--- config.mk ---
export PLATFORM = sky130hd
export DESIGN_NAME = irq_out_ctrl
export DESIGN_NICKNAME = d
export VERILOG_FILES = /design/src/rtl/irq_out_ctrl.sv
export SDC_FILE = /design/constraint.sdc
export NUM_CORES = 1
export LEC_CHECK = 0
export BUFFER_PORTS_ARGS = -buffer_cell sky130_fd_sc_hd__buf_2
export CORE_ASPECT_RATIO = 0.8
export CORE_MARGIN = 2
export CORE_UTILIZATION = 60
export CTS_BUF_LIST = sky130_fd_sc_hd__clkbuf_8
export CTS_CLUSTER_SIZE = 40
export DETAILED_ROUTE_END_ITERATION = 10
export PLACE_DENSITY = 0.87
export SYNTH_ARGS = -nofsm -noshare
export SYNTH_HDL_FRONTEND = slang
export SYNTH_SLANG_ARGS = --single-unit
--- constraint.sdc ---
create_clock -name clk -period 5 [get_ports clk]
set_input_delay 1 -clock clk [delete_from_list [all_inputs] [get_ports clk]]
set_output_delay 1 -clock clk [all_outputs]
set_load 0.1 [all_outputs]
--- src/rtl/irq_out_ctrl.sv ---
module irq_out_ctrl #(
  parameter int DW        = 16,
  parameter int PULSE_CYC = 8
) (
  input  logic          clk,
  input  logic          rst,
  input  logic          reg_wr,
  input  logic          reg_rd,
  input  logic [2:0]    reg_addr,
  input  logic [DW-1:0] reg_wdata,
  output logic [DW-1:0] reg_rdata,
  input  logic [DW-1:0] evt_a,
  input  logic [DW-1:0] evt_b,
  output logic          irq_n
);

  localparam int CW = $clog2(PULSE_CYC + 1);
  localparam logic [2:0] AD_STA = 3'd0;
  localparam logic [2:0] AD_STB = 3'd1;
  localparam logic [2:0] AD_MSA = 3'd2;
  localparam logic [2:0] AD_MSB = 3'd3;
  localparam logic [2:0] AD_CFG = 3'd4;
  localparam logic [2:0] AD_CTL = 3'd5;

  logic [DW-1:0] stat_a_q, stat_b_q, mask_a_q, mask_b_q;
  logic          lvl_q, auto_q;
  logic [CW-1:0] pcnt_q;

  wire rel   = reg_wr && reg_addr == AD_CTL && reg_wdata[0];
  wire clr_a = rel || (auto_q && reg_rd && reg_addr == AD_STA);
  wire clr_b = rel || (auto_q && reg_rd && reg_addr == AD_STB);
  wire fire  = |(evt_a & mask_a_q) || |(evt_b & mask_b_q);
  wire pend  = |(stat_a_q & mask_a_q) || |(stat_b_q & mask_b_q);

  always_ff @(posedge clk) begin
    if (rst) begin
      stat_a_q <= '0;
      stat_b_q <= '0;
    end else begin
      stat_a_q <= (stat_a_q & ~{DW{clr_a}}) | evt_a;
      stat_b_q <= (stat_b_q & ~{DW{clr_b}}) | evt_b;
    end
  end

  always_ff @(posedge clk) begin
    if (rst) begin
      mask_a_q <= '0;
      mask_b_q <= '0;
      lvl_q    <= 1'b0;
      auto_q   <= 1'b0;
    end else if (reg_wr) begin
      if (reg_addr == AD_MSA) mask_a_q <= reg_wdata;
      if (reg_addr == AD_MSB) mask_b_q <= reg_wdata;
      if (reg_addr == AD_CFG) {auto_q, lvl_q} <= reg_wdata[1:0];
    end
  end

  always_ff @(posedge clk) begin
    if (rst || lvl_q)
      pcnt_q <= '0;
    else if (fire)
      pcnt_q <= CW'(PULSE_CYC);
    else if (pcnt_q != '0)
      pcnt_q <= pcnt_q - 1'b1;
  end

  assign irq_n = lvl_q ? !pend : (pcnt_q == '0);

  always_comb begin
    case (reg_addr)
      AD_STA:  reg_rdata = stat_a_q;
      AD_STB:  reg_rdata = stat_b_q;
      AD_MSA:  reg_rdata = mask_a_q;
      AD_MSB:  reg_rdata = mask_b_q;
      AD_CFG:  reg_rdata = {{(DW-2){1'b0}}, auto_q, lvl_q};
      default: reg_rdata = '0;
    endcase
  end

endmodule

==> impl_metrics.tcl <==
set metrics [dict create \
    outcome "finished, final reports clean" \
    vias 3212 \
    diodes 0 \
    crit_start "reg_addr[0]" \
    synth_area_sq_um 3240 \
    holdCritPathClass "flop to flop" \
    cts.repair.resized 0 \
    maxCapViolations 0 \
    ctsHtreeMaxLevel 3 \
    cts.sinks 70 \
    io_pins 72 \
    worst_pin_slew_ps 1220 \
    drive_above_1_share_pct 24.9 \
    finalSetupViolCount 0 \
    crit_type "primary input to primary output" \
    crit_chain "buf_2 > mux4_2 > nor2b_1 > buf_2" \
    powerDensity_nw_per_um2 370 \
    critPathMaxStageDelay_ps 590 \
    cp.arrival_ps 2590 \
    synth-seq-cells 70 \
    slew_headroom_pct 18.6 \
    synthesis.instances 370 \
    coreArea_sq_um 5090 \
    gp_congestion 0.905 \
    ir_drop_uv 196 \
    antenna_found_initial 0 \
    end_kind "primary output" \
    cts_root_buffer "clkbuf_8" \
    reg2reg_slack_ps 3200 \
    finalCritPeriodShare_pct 71.7 \
    cts_tree "done" \
    layout.nets 484 \
    syn_area_per_cell_sq_um 8.74 \
    r2r_start "auto_q" \
    grt_use_total_pct 32.2 \
    dieHeight_microns 69.7 \
    grt_overflow_total 0 \
    synthFlopType "dfxtp_1" \
    r2r-end "stat_b_q[8]" \
    wire_per_inst_microns 18.8 \
    die_x_microns 86.1 \
    dr.pass1.iters 5 \
    start_util_pct 63.5 \
    cts_buffers 9 \
    dieArea_sq_um 6000 \
    synth.distinct_cells 40 \
    slowest_stage "mux4_2" \
    hpwl_microns 6440 \
    crit_path_end "reg_rdata[8]" \
    fin_setup_tns_ps 0 \
    slew_viol_final 0 \
    drt_first_iter_violations 553 \
    area_delta_synth_final_pct 15.5 \
    routed_wl_microns 9310 \
    rows 23 \
    rsz0062_at_grt "false" \
    async_flop_share_pct 0 \
    fillers 403 \
    cts_hold_buf 0 \
    max-clock-path-buffers 2 \
    worstPathMaxFanout 26 \
    multi_input_area_sq_um 1700 \
    synth_edf_count 0 \
    grt_pass1_wl_microns 14700 \
    cp-start-kind "primary input" \
    leakage_nw 1.45 \
    placedCellCount 479 \
    drc 0 \
    ys_seq_area_share_pct 43.3 \
    cp.required_ps 4000 \
    fin_crit_ps 3590 \
    grt_max_degree 69 \
    syn_nets 426 \
    clkLatencyLatePin_ps 370 \
    ys.warnings.count 0 \
    hold_violations 0 \
    viasPerCell 6.49 \
    port_buffers 71 \
    seqCellArea_sq_um 1400 \
    grt_pass1_vias 3013 \
    post_cts_buffers 0 \
    clk_pin_slew_ps 70 \
    cp_common_cell "buf_2" \
    clock.fmax_ghz 0.279 \
    ant_nets 0 \
    skew_ps 9.15 \
    r2r_cells 5 \
    fin_cells 495 \
]
[Yosys cell counts, types with 3 or more instances]
master	n	share of area, %
a21oi_1	65	10
a221oi_1	5	1.4
a22o_1	5	1.4
a22oi_1	20	4.6
buf_2	11	1.7
clkbuf_1	10	1.2
dfxtp_1	70	43
inv_1	3	0.35
mux2i_1	4	1.2
mux4_2	15	10
nand2_1	70	8.1
nand3_1	3	0.46
nand4_1	6	1.2
nor2_1	40	4.6
nor2b_1	14	2.7
o21ai_0	3	0.46
[routing by layer]
metal  wire, microns  GRT usage (%)  vias up  share of wire, %
met2            4180           46.8      264                45
met1            3740           45.2     1479                40
met5               0              0        -                 0
li1                -              -     1446                 -
met3            1210           11.4       23                13
met4             182           9.70        0               2.0
[power breakdown]
group	switching (mW)	internal, mW
registers	0.0355	0.595
clock network	0.236	0.201
logic	0.215	0.101
total	0.487	0.897
[placed cells by master (no fill, tap or decap), types with 2 or more instances in the layout]
cell	n
inv_1	3
o21ai_0	3
nand3_1	3
dfxtp_1	70
clkbuf_8	10
a22oi_1	20
nor2_1	40
a22o_1	5
buf_2	71
a221oi_1	5
nand3b_1	2
mux2i_1	4
nand4_1	6
inv_6	4
mux4_2	15
nand2_1	70
nor2b_1	14
a21oi_1	65
[critical path, delay by kind of cell]
family        cells  cell delay, ps
mux               1             590
buf+inv           2             840
simple gates      1             140
[layout make-up]
class / instances / area share (%)
Inverter: 3 / 0.301
Clock buffer: 10 / 3.68
Multi-Input combinational cell: 273 / 45.6
Clock inverter: 6 / 1.37
Timing Repair Buffer: 71 / 9.51
Tap cell: 62 / 2.08
Sequential cell: 70 / 37.5
[sequential cells by signal, indices dropped and copies added, names as in the netlist]
signal,cells
mask_a_q,16
mask_b_q,16
stat_a_q,16
stat_b_q,16
pcnt_q,4
auto_q,1
lvl_q,1
[cell families (layout without fill, tap and decap cells)]
logic type	after synthesis	in the layout	synth area share (%)
adder cells (fa/ha/maj)	1	1	0.387
flip-flops	70	70	43.3
AND/OR/NAND/NOR	146	146	20.1
multiplexers	20	20	12.0
XOR/XNOR	1	1	0.271
buffers and inverters	27	90	4.06
AO/OA/AOI/OAI	105	105	19.8
[worst min path at each step]
stage / slack, ps / cells past startpoint / from / endpoint
final: 500 / 2 / mask_b_q[15] / mask_b_q[15]
after global placement: 480 / 2 / mask_a_q[9] / mask_a_q[9]
after detailed placement: 490 / 2 / mask_b_q[15] / mask_b_q[15]
after floorplan: 460 / 2 / mask_a_q[12] / mask_a_q[12]
after CTS: 500 / 2 / mask_b_q[15] / mask_b_q[15]
after global routing: 530 / 2 / mask_b_q[15] / mask_b_q[15]
[metrics by stage]
stage	utilization (%)	power [mW]	cell area (sq um)	hold slack, ps	setup slack [ps]
after floorplan	-	0.878	3240	458	356
after global placement	69.7	0.942	3550	484	1440
after detailed placement	69.7	0.952	3550	494	1400
after CTS	73.4	1.38	3740	504	1390
after global routing	73.4	1.44	3740	532	1270
final	73.4	1.38	3740	504	1410
(Power assumes the default switching activity.)
